### src/rtl/pllc_pkg.sv
package pllc_pkg;

    localparam int unsigned WORD_W  = 32;
    localparam int unsigned ADDR_W  = 8;
    localparam int unsigned NUM_DIV = 4;
    localparam int unsigned NSTORE  = 7;

    localparam int unsigned CFG2_REFEN  = 13;
    localparam int unsigned CFG2_DIVBYP = 20;

    // storage words first so that the selector doubles as array index
    typedef enum logic [3:0] {
        SEL_CTRL = 4'd0,
        SEL_CFG1 = 4'd1,
        SEL_CFG2 = 4'd2,
        SEL_CFG3 = 4'd3,
        SEL_SSC1 = 4'd4,
        SEL_SSC2 = 4'd5,
        SEL_CFG4 = 4'd6,
        SEL_STAT = 4'd7,
        SEL_GO   = 4'd8,
        SEL_NONE = 4'd9
    } reg_sel_e;

    typedef struct packed {
        logic               rst_done;
        logic               lock;
        logic               recal;
        logic               lossref;
        logic               hijit;
        logic               bypass;
        logic [NUM_DIV-1:0] ack;
    } pll_stat_t;

    function automatic reg_sel_e decode_offset(input logic [ADDR_W-1:0] off);
        case (off)
            8'h00:   return SEL_CTRL;
            8'h04:   return SEL_STAT;
            8'h08:   return SEL_GO;
            8'h0C:   return SEL_CFG1;
            8'h10:   return SEL_CFG2;
            8'h14:   return SEL_CFG3;
            8'h18:   return SEL_SSC1;
            8'h1C:   return SEL_SSC2;
            8'h20:   return SEL_CFG4;
            default: return SEL_NONE;
        endcase
    endfunction

    function automatic int unsigned div_en_bit(input int unsigned i);
        case (i)
            0:       return 16;
            1:       return 18;
            2:       return 23;
            default: return 25;
        endcase
    endfunction

    function automatic int unsigned div_ack_bit(input int unsigned i);
        case (i)
            0:       return 7;
            1:       return 8;
            2:       return 10;
            default: return 11;
        endcase
    endfunction

    function automatic logic [WORD_W-1:0] pack_status(input pll_stat_t s);
        logic [WORD_W-1:0] w;
        w    = '0;
        w[0] = s.rst_done;
        w[1] = s.lock;
        w[2] = s.recal;
        w[3] = s.lossref;
        w[5] = s.hijit;
        w[6] = s.bypass;
        for (int i = 0; i < NUM_DIV; i++) begin
            w[div_ack_bit(i)] = s.ack[i];
        end
        return w;
    endfunction

endpackage

### src/rtl/pllc_regfile.sv
module pllc_regfile
    import pllc_pkg::*;
#(
    parameter int unsigned TMR_W = 16
) (
    input  logic                clk,
    input  logic                rst,
    input  logic                req_valid,
    input  logic                req_write,
    input  logic [ADDR_W-1:0]   req_addr,
    input  logic [WORD_W-1:0]   req_wdata,
    input  logic [WORD_W-1:0]   status_word,
    input  logic                go_busy,
    output logic                go_start,
    output logic [TMR_W-1:0]    lock_delay,
    output logic                ref_en,
    output logic                div_byp,
    output logic [NUM_DIV-1:0]  div_en,
    output logic                rsp_valid,
    output logic [WORD_W-1:0]   rsp_rdata
);

    reg_sel_e          sel;
    logic              wr_fire;
    logic              rd_fire;
    logic [WORD_W-1:0] rd_mux;
    logic [WORD_W-1:0] store [NSTORE];

    assign sel     = decode_offset(req_addr);
    assign wr_fire = req_valid &&  req_write;
    assign rd_fire = req_valid && !req_write;

    genvar g;
    generate
        for (g = 0; g < NSTORE; g++) begin : g_word
            always_ff @(posedge clk) begin
                if (rst) begin
                    store[g] <= '0;
                end else if (wr_fire && sel == reg_sel_e'(g)) begin
                    store[g] <= req_wdata;
                end
            end
        end
        for (g = 0; g < NUM_DIV; g++) begin : g_en
            assign div_en[g] = store[SEL_CFG2][div_en_bit(g)];
        end
    endgenerate

    assign go_start   = wr_fire && (sel == SEL_GO) && req_wdata[0];
    assign lock_delay = store[SEL_CTRL][TMR_W-1:0];
    assign ref_en     = store[SEL_CFG2][CFG2_REFEN];
    assign div_byp    = store[SEL_CFG2][CFG2_DIVBYP];

    always_comb begin
        case (sel)
            SEL_CTRL: rd_mux = store[0];
            SEL_CFG1: rd_mux = store[1];
            SEL_CFG2: rd_mux = store[2];
            SEL_CFG3: rd_mux = store[3];
            SEL_SSC1: rd_mux = store[4];
            SEL_SSC2: rd_mux = store[5];
            SEL_CFG4: rd_mux = store[6];
            SEL_STAT: rd_mux = status_word;
            SEL_GO:   rd_mux = {{(WORD_W-1){1'b0}}, go_busy};
            default:  rd_mux = '0;
        endcase
    end

    always_ff @(posedge clk) begin
        if (rst) begin
            rsp_valid <= 1'b0;
            rsp_rdata <= '0;
        end else begin
            rsp_valid <= rd_fire;
            rsp_rdata <= rd_fire ? rd_mux : '0;
        end
    end

endmodule

### src/rtl/pllc_lock_model.sv
module pllc_lock_model #(
    parameter int unsigned TMR_W        = 16,
    parameter int unsigned RST_DONE_CYC = 16
) (
    input  logic             clk,
    input  logic             rst,
    input  logic             go_start,
    input  logic [TMR_W-1:0] lock_delay,
    output logic             rst_done,
    output logic             lock,
    output logic             busy
);

    localparam int unsigned CNT_W = $clog2(RST_DONE_CYC + 1);

    logic [CNT_W-1:0] rd_cnt;
    logic [TMR_W-1:0] tmr;

    always_ff @(posedge clk) begin
        if (rst) begin
            rd_cnt   <= '0;
            rst_done <= 1'b0;
        end else if (!rst_done) begin
            rd_cnt <= rd_cnt + 1'b1;
            if (rd_cnt == CNT_W'(RST_DONE_CYC - 1)) begin
                rst_done <= 1'b1;
            end
        end
    end

    always_ff @(posedge clk) begin
        if (rst) begin
            busy <= 1'b0;
            lock <= 1'b0;
            tmr  <= '0;
        end else if (go_start) begin
            busy <= 1'b1;
            lock <= 1'b0;
            tmr  <= (lock_delay == '0) ? '0 : lock_delay - 1'b1;
        end else if (busy) begin
            if (tmr == '0) begin
                busy <= 1'b0;
                lock <= 1'b1;
            end else begin
                tmr <= tmr - 1'b1;
            end
        end
    end

endmodule

### src/rtl/pllc_div_ack.sv
module pllc_div_ack
    import pllc_pkg::*;
(
    input  logic               clk,
    input  logic               rst,
    input  logic [NUM_DIV-1:0] div_en,
    input  logic               div_byp,
    output logic [NUM_DIV-1:0] ack
);

    genvar g;
    generate
        for (g = 0; g < NUM_DIV; g++) begin : g_ack
            always_ff @(posedge clk) begin
                if (rst) begin
                    ack[g] <= 1'b0;
                end else begin
                    ack[g] <= div_en[g] && !div_byp;
                end
            end
        end
    endgenerate

endmodule

### src/rtl/pllc_regbank.sv
module pllc_regbank
    import pllc_pkg::*;
#(
    parameter int unsigned TMR_W        = 16,
    parameter int unsigned RST_DONE_CYC = 16
) (
    input  logic              clk,
    input  logic              rst,
    input  logic              req_valid,
    output logic              req_ready,
    input  logic              req_write,
    input  logic [7:0]        req_addr,
    input  logic [31:0]       req_wdata,
    output logic              rsp_valid,
    output logic [31:0]       rsp_rdata
);

    logic               go_start;
    logic [TMR_W-1:0]   lock_delay;
    logic               ref_en;
    logic               div_byp;
    logic [NUM_DIV-1:0] div_en;
    logic [NUM_DIV-1:0] div_ack;
    logic               rst_done;
    logic               lock_q;
    logic               busy_q;
    pll_stat_t          stat;
    logic [WORD_W-1:0]  status_word;

    assign req_ready = 1'b1;

    always_comb begin
        stat.rst_done = rst_done;
        stat.lock     = lock_q;
        stat.recal    = busy_q;
        stat.lossref  = !ref_en;
        stat.hijit    = 1'b0;
        stat.bypass   = !lock_q;
        stat.ack      = div_ack;
    end

    assign status_word = pack_status(stat);

    pllc_regfile #(.TMR_W(TMR_W)) u_regs (
        .clk         (clk),
        .rst         (rst),
        .req_valid   (req_valid),
        .req_write   (req_write),
        .req_addr    (req_addr),
        .req_wdata   (req_wdata),
        .status_word (status_word),
        .go_busy     (busy_q),
        .go_start    (go_start),
        .lock_delay  (lock_delay),
        .ref_en      (ref_en),
        .div_byp     (div_byp),
        .div_en      (div_en),
        .rsp_valid   (rsp_valid),
        .rsp_rdata   (rsp_rdata)
    );

    pllc_lock_model #(.TMR_W(TMR_W), .RST_DONE_CYC(RST_DONE_CYC)) u_lock (
        .clk        (clk),
        .rst        (rst),
        .go_start   (go_start),
        .lock_delay (lock_delay),
        .rst_done   (rst_done),
        .lock       (lock_q),
        .busy       (busy_q)
    );

    pllc_div_ack u_ack (
        .clk     (clk),
        .rst     (rst),
        .div_en  (div_en),
        .div_byp (div_byp),
        .ack     (div_ack)
    );

endmodule

### config.mk
export PLATFORM = sky130hd
export DESIGN_NAME = pllc_regbank
export DESIGN_NICKNAME = d
export VERILOG_FILES = /design/src/rtl/pllc_pkg.sv /design/src/rtl/pllc_regfile.sv /design/src/rtl/pllc_lock_model.sv /design/src/rtl/pllc_div_ack.sv /design/src/rtl/pllc_regbank.sv
export SDC_FILE = /design/constraint.sdc
export NUM_CORES = 1
export LEC_CHECK = 0
export ABC_AREA = 1
export ABC_CLOCK_PERIOD_IN_PS = 4330
export BUFFER_PORTS_ARGS = -buffer_cell sky130_fd_sc_hd__buf_2
export CAP_MARGIN = 15
export CORE_MARGIN = 10
export CORE_UTILIZATION = 55
export DETAILED_ROUTE_END_ITERATION = 10
export HOLD_SLACK_MARGIN = 0.02
export PLACE_DENSITY = 0.85
export SYNTH_ARGS = -nofsm -noshare
export SYNTH_HDL_FRONTEND = slang
export SYNTH_SLANG_ARGS = --single-unit
### constraint.sdc
create_clock -name clk -period 4.33 [get_ports clk]
set_clock_uncertainty 0.05 [all_clocks]
set_input_delay 0.6495 -clock clk [delete_from_list [all_inputs] [get_ports clk]]
set_output_delay 0.6495 -clock clk [all_outputs]
set_load 0.03 [all_outputs]
==> results of run 1 <==
## metal layers
| metal | global-route usage [%] | vias to the layer above | part of all wire [%] |
|---|---|---|---|
| met5 | 0 | - | 0 |
| met4 | 10.5 | 0 | 4.7 |
| met3 | 4.47 | 147 | 11 |
| met2 | 38.4 | 667 | 48 |
| met1 | 28.2 | 4580 | 37 |
| li1 | - | 4464 | - |
## worst paths after layout
path / start / endpoint / cells past startpoint
setup / recovery: rst / u_regs.store[0][16] / 5
hold / removal: u_lock.rd_cnt[3] / u_lock.rd_cnt[3] / 2
setup reg to reg: u_lock.tmr[0] / u_lock.tmr[9] / 12
hold reg to reg: u_lock.rd_cnt[3] / u_lock.rd_cnt[3] / 2
## power groups by stage
stage                     Combinational [uW]  Sequential [uW]  Clock (uW)
final                                    213             3100        2500
after global routing                     231             3110        2610
after CTS                                210             3100        2520
after detailed placement                 208             3160           0
after global placement                   205             3150           0
after floorplan                          117             3150           0
## stage by stage
step	util, %	setup slack [ns]	hold WS (ns)	area (sq um)
finish	63.3	1.59	0.442	14300
detailed placement	59.1	1.15	0.432	13400
global placement	59.1	1.24	0.418	13400
CTS	63.3	1.69	0.451	14300
floorplan	-	0.127	0.396	12600
global route	63.3	1.50	0.484	14300
## placed cells by master, fill, tap and decap left out, types with 13 or more instances in the layout
cell and instances:
nor2_1 291, a21oi_1 39, nand4_1 16, buf_2 76, nor3_2 29, xor2_1 15, clkbuf_16 28, nor3_1 13
o21ai_0 30, dfxtp_1 61, buf_4 25, nand2_1 305, inv_1 101, edfxtp_1 224, nand3_1 55
## Yosys cell counts (all sizes together) (3+ instances only)
cell / number / area [sq um]
nand2: 310 / 1180
nor2: 300 / 1170
edfxtp: 224 / 6730
inv: 106 / 398
dfxtp: 61 / 1220
nand3: 58 / 320
nor3: 43 / 372
a21oi: 40 / 204
o21ai: 40 / 200
buf: 28 / 166
clkbuf: 28 / 105
nand4: 17 / 113
xor2: 15 / 131
a31oi: 8 / 50.1
a22o: 6 / 52.6
a211oi: 4 / 30.0
ha: 4 / 50.1
nand3b: 4 / 30.0
o211ai: 4 / 35.0
xnor2: 3 / 26.3
## cell families (layout without fill, tap and decap cells)
logic type	count (synthesis)	count (layout)	share of synthesized area, %
simple gates	734	734	25.3
flops	285	285	62.9
buf+inv	163	261	5.34
compound gates	105	105	4.73
xor+xnor	18	18	1.25
fa+ha+maj	4	4	0.396
other cells	1	1	0.0297
mux	1	1	0.0792
## critical path, stage by stage
cell     delay, ns
buf_2         0.10
inv_1         0.80
nand3_1       0.85
buf_4         0.47
nor2_1        0.17
## state kept, by name, summed over array words and instances (netlist names)
signal and count:
u_ack.ack 4, u_regs.rsp_valid 1, u_regs.store 224, u_lock.lock 1, u_lock.busy 1, u_regs.rsp_rdata 32
u_lock.rst_done 1, u_lock.rd_cnt 5, u_lock.tmr 16
## area by class of cell
cell class	count	area share, %
well taps	285	2.49
inverters	107	2.81
clock buffers	36	5.24
flip-flops and latches	285	55.5
multi-input cells	863	28.5
repair buffers	102	4.10
clock inverters	16	1.38
==> flow_summary_export.csv, run 1 <==
group,metric,value,unit
status,outcome,"completed",
yosys,syn_nets,1359,
placed_design,place_hpwl,21800,um
floorplan,fp.dieW,172,um
floorplan,io_pins,78,
power_and_ir_drop,p_clk_share,43.0,%
clock_tree,clk_latency,0.55,ns
clock_tree,h-tree-depth,1,
global_route,grt.overflow.total,0,
sta,drv_slew,0,
worst_setup_path,cp-end-kind,"flip-flop",
global_route,grt_pass1_vias,9680,
clock_tree,cts_hold_buffers,0,
route,route.final.wire_length,34000,um
power_and_ir_drop,ir_worst_vdd,0.307,mV
clock_tree,cts_sinks,285,
clock_tree,clk_pin_slew,0.06,ns
power_and_ir_drop,seqPwrFrac,53.3,%
cells_and_area,drive_gt1_share,14.8,%
power_and_ir_drop,p_int,4570,uW
global_route,grt_start_max_net_pins,45,
power_and_ir_drop,powerDensity,406,nW/um^2
placed_design,place.gp.congestion,0.919,
route,num_vias,9858,
yosys,synth_seq_cells,285,
global_route,antenna_found_initial,0,
yosys,netlist_instances,1311,
sta,finalHoldViolations,0,
sta,setup_viol,0,
global_route,grt.total_usage,22.9,%
clock_tree,clockRootBuffer,"clkbuf_16",
worst_setup_path,r2r_slack,2.16,ns
yosys,synth_area,12600,sq um
cells_and_area,finalNonFillerCells,1694,
route,first_iter_violations,1318,
cells_and_area,syn_to_final_growth,13.4,%
yosys,ys.flop_type,"edfxtp_1",
floorplan,core_area,22600,sq um
route,drc_errors,0,
clock_tree,cts_tree,"built",
cells_and_area,seqCellArea,7950,sq um
global_route,grt_pass1_wl,52700,um
hold_path,hp-class,"reg -> reg",
floorplan,dieArea,29400,sq um
clock_tree,cts_resized,0,
power_and_ir_drop,switching_share,21.5,%
route,wire_per_inst,20.0,um
sta,tightest_slew,1.14,ns
power_and_ir_drop,switchingPower,1250,uW
clock_tree,postCtsSetupBuffers,0,
power_and_ir_drop,comb_power_share,3.7,%
placed_design,dp_cells,1642,
sta,max_slew_margin,23.5,%
sta,fmaxAchievable,365,MHz
floorplan,initial_core_util,55.8,%
placed_design,numPortBuffers,76,
clock_tree,clock_path_buffers,3,
yosys,yosysWarningCount,0,
job,cap_violations,0,
route,vias_per_cell,5.82,
yosys,synth_area_per_cell,9.64,sq um
yosys,ys_seq_area_share,62.9,%
route,drtAntennaViolNets,0,
cells_and_area,nNetsFinal,1435,
power_and_ir_drop,total_power,5820,uW
sta,rsz0062_at_grt,"false",
cells_and_area,multiInputGateArea,4080,sq um
yosys,synth_cell_types,43,
route,drt_first_pass_iters,5,
worst_setup_path,crit_type,"in -> reg",
floorplan,row_count,55,
power_and_ir_drop,p_leak,0.00586,uW
yosys,synthArstFlopShare,0,%
clock_tree,numCtsBuffers,28,
floorplan,die_h,172,um
worst_setup_path,cp.required,4.67,ns
worst_setup_path,arrival,3.08,ns
cells_and_area,nFillCells,1656,
cells_and_area,num_antenna_cells,0,
worst_setup_path,start_kind,"primary input",
sta,tns,0,ns
sta,finalCritPeriodShare,63.2,%
worst_setup_path,worstPathMaxFanout,26,
sta,final.min_clock_period,2.74,ns
yosys,synth_edf_count,224,
Note: power is estimated with default switching activity, not from simulation.
==> inputs of run 2 (changes only) <==
ABC_AREA = 0   (was 1)
ABC_CLOCK_PERIOD_IN_PS = 2300   (was 4330)
clock period = 2.3 ns   (was 4.33 ns; I/O delays follow)
==> run 2 against run 1 <==
  * Register-to-register slack worse by 1.9 ns
  * Total power up 97%
  * Cell area is 3.2% higher
  * Critical endpoint is now u_lock.tmr[13]
  * First-iteration DRC count grew 3.0%
  * Flip-flop and latch count did not move
  * Via count fell by 6.9%
  * Clock-buffer cell count decreased by 2
  * Largest cell class unchanged
  * Highest routed layer unchanged
  * Non-clock buffer count increased by 34
  * Wire length up 3.0%
==> flow_summary_export.csv, run 2 <==
group,metric,value,unit
yosys,synthArstFlopShare,0,%
power_and_ir_drop,comb_power_share,5.2,%
route,route.final.wire_length,35000,um
global_route,grt.total_usage,23.5,%
cells_and_area,nFillCells,1612,
yosys,synth_seq_cells,285,
cells_and_area,mostFrequentLayoutCells,"edfxtp_1, and2_1, and3_1",
floorplan,dieArea,29600,sq um
cells_and_area,largest_register_ffs,224,
route,drtAntennaViolNets,0,
route,drc_errors,0,
cells_and_area,nNetsFinal,1157,
yosys,syn_nets,1066,
sta,final.min_clock_period,2.00,ns
sta,rsz0062_at_grt,"false",
sta,tightest_slew,0.505,ns
clock_tree,cts_tree,"built",
clock_tree,numCtsBuffers,27,
cells_and_area,final_area,14800,sq um
worst_setup_path,reg2reg_depth,5,
clock_tree,clock_path_buffers,3,
floorplan,row_count,55,
status,outcome,"completed",
placed_design,dpl-instance-area,13800,sq um
floorplan,initial_core_util,55.9,%
sta,tns,0,ns
sta,setup_viol,0,
yosys,synth.most_common_cell,"edfxtp_1",
worst_setup_path,cp-end-kind,"flip-flop",
route,first_iter_violations,1357,
clock_tree,postCtsSetupBuffers,0,
yosys,synth_edf_count,224,
sta,drv_slew,0,
clock_tree,clockRootBuffer,"clkbuf_16",
yosys,ys_seq_area_share,62.6,%
power_and_ir_drop,switchingPower,2370,uW
yosys,synth_top_area_share,52.9,%
sta,fmaxAchievable,499,MHz
power_and_ir_drop,p_int,9070,uW
route,num_vias,9177,
global_route,grt_pass1_wl,53600,um
power_and_ir_drop,ir_worst_vdd,0.699,mV
power_and_ir_drop,p_leak,0.00559,uW
worst_setup_path,critPathLaunch,"u_lock.busy",
clock_tree,cts_hold_buffers,0,
worst_setup_path,crit_type,"reg -> reg",
global_route,antenna_found_initial,1,
job,cap_violations,0,
floorplan,die_h,172,um
sta,hold_ws,0.132,ns
yosys,synthTopCellsByCount,"edfxtp_1, and2_1, and3_1",
yosys,synth_area,12700,sq um
worst_setup_path,r2r_start,"u_lock.busy",
sta,finalCritPeriodShare,87.1,%
global_route,grt_start_max_net_pins,97,
yosys,synth_cell_types,63,
route,wire_per_inst,24.7,um
placed_design,place_hpwl,22300,um
sta,fin_ws,0.296,ns
global_route,grt.overflow.total,0,
power_and_ir_drop,seqPwrFrac,51.1,%
clock_tree,clk_latency,0.53,ns
clock_tree,cts_sinks,285,
sta,finalHoldViolations,0,
cells_and_area,top_register,"u_regs.store",
worst_setup_path,worstPathMaxFanout,6,
worst_setup_path,start_kind,"flip-flop",
yosys,yosysWarningCount,0,
cells_and_area,layout_commonest_cell,"edfxtp_1",
worst_setup_path,reg2reg_to,"u_lock.tmr[13]",
sta,max_slew_margin,66.3,%
clock_tree,clk_pin_slew,0.06,ns
power_and_ir_drop,switching_share,20.7,%
worst_setup_path,cp.required,2.65,ns
power_and_ir_drop,p_clk_share,43.7,%
hold_path,hp-class,"in -> reg",
placed_design,dp_slack,0.152,ns
placed_design,place.gp.congestion,0.905,
route,vias_per_cell,6.49,
cells_and_area,final_core_util,65.1,%
floorplan,fp.dieW,172,um
floorplan,core_area,22700,sq um
cells_and_area,num_antenna_cells,0,
power_and_ir_drop,powerDensity,774,nW/um^2
clock_tree,cts_resized,0,
global_route,grt_pass1_vias,9325,
yosys,synth_top_area_cell,"edfxtp_1",
yosys,synth_area_per_cell,12.5,sq um
yosys,yosys-top-cells-area,"edfxtp_1, dfxtp_1, and2_1, and3_1, mux2i_1",
worst_setup_path,r2r_slack,0.30,ns
yosys,netlist_instances,1018,
clock_tree,h-tree-depth,1,
cells_and_area,largestRegisters,"u_regs.store: 224 flops, u_regs.rsp_rdata: 32 flops, u_lock.tmr: 16 flops",
worst_setup_path,crit_path_end,"u_lock.tmr[13]",
route,drt_first_pass_iters,6,
cells_and_area,drive_gt1_share,20.1,%
placed_design,numPortBuffers,76,
floorplan,io_pins,78,
worst_setup_path,arrival,2.36,ns
yosys,ys.flop_type,"edfxtp_1",
cells_and_area,syn_to_final_growth,16.4,%
## run 2: cell count changes in the layout (fill, tap and decap cells not counted), moves of 48 or more
cell / delta
inv_1: -94
and3_1: +100
nand2_1: -256
nand3_1: -48
and2_1: +136
nor2_1: -240
## run 2: how the worst min path moves through the flow
stage | start | end | slack, ns | cells after the start
3_3_place_gp | u_lock.lock | u_lock.lock | 0.40 | 2
5_1_grt | req_wdata[31] | u_regs.store[0][63] | 0.14 | 2
4_1_cts | req_wdata[22] | u_regs.store[0][86] | 0.12 | 2
2_1_floorplan | u_lock.lock | u_lock.lock | 0.39 | 2
6_report | req_wdata[22] | u_regs.store[0][86] | 0.13 | 2
3_5_place_dp | u_regs.store[0][89] | u_ack.ack[3] | 0.42 | 1
## run 2: area by class of cell
type	instances	area, sq um	share of cell area, %
Sequential cell	285	7950	53.8
Multi-Input combinational cell	652	4460	30.2
Timing Repair Buffer	136	993	6.72
Clock buffer	34	722	4.88
Tap cell	285	357	2.41
Clock inverter	15	277	1.87
Inverter	7	26.3	0.178
## run 2: power by group through the flow
stage	clock network (uW)	registers, uW	logic [uW]
floorplan	0	5920	300
global placement	0	5940	562
detailed placement	0	5950	575
CTS	5020	5840	584
global route	5240	5860	626
finish	5000	5850	595
## run 2: logic make-up after synthesis
kind of cell	count (synthesis)	share of synthesized area [%]
DFF	285	62.6
and+or+nand+nor	415	19.2
AOI/OAI and AO/OA	166	9.35
adders and majority gates	4	0.394
xor gates and xnor gates	20	1.38
other	1	0.0295
muxes	46	4.27
buffers and inverters	81	2.79
## run 2: critical path, stage by stage (launching register included)
cell	delay, ns
dfxtp_1	0.51
nor3b_1	0.48
nand4_1	0.28
nor3_1	0.24
mux2i_1	0.23
o22ai_1	0.10
## run 2: stage by stage
stage	std cells	total power, uW
3_5_place_dp	1365	6530
4_1_cts	1414	11400
5_1_grt	1414	11700
6_report	1414	11400
3_3_place_gp	1365	6500
2_1_floorplan	1018	6220
## run 2: per-layer routing
metal / part of all wire (%) / wire length, um / vias up / GRT usage, %
met1: 37 / 13000 / 4428 / 29.8
met4: 4.0 / 1400 / 0 / 9.97
met2: 48 / 16900 / 628 / 38.9
li1: - / - / 3994 / -
met3: 11 / 3730 / 127 / 4.06
met5: 0 / 0 / - / 0
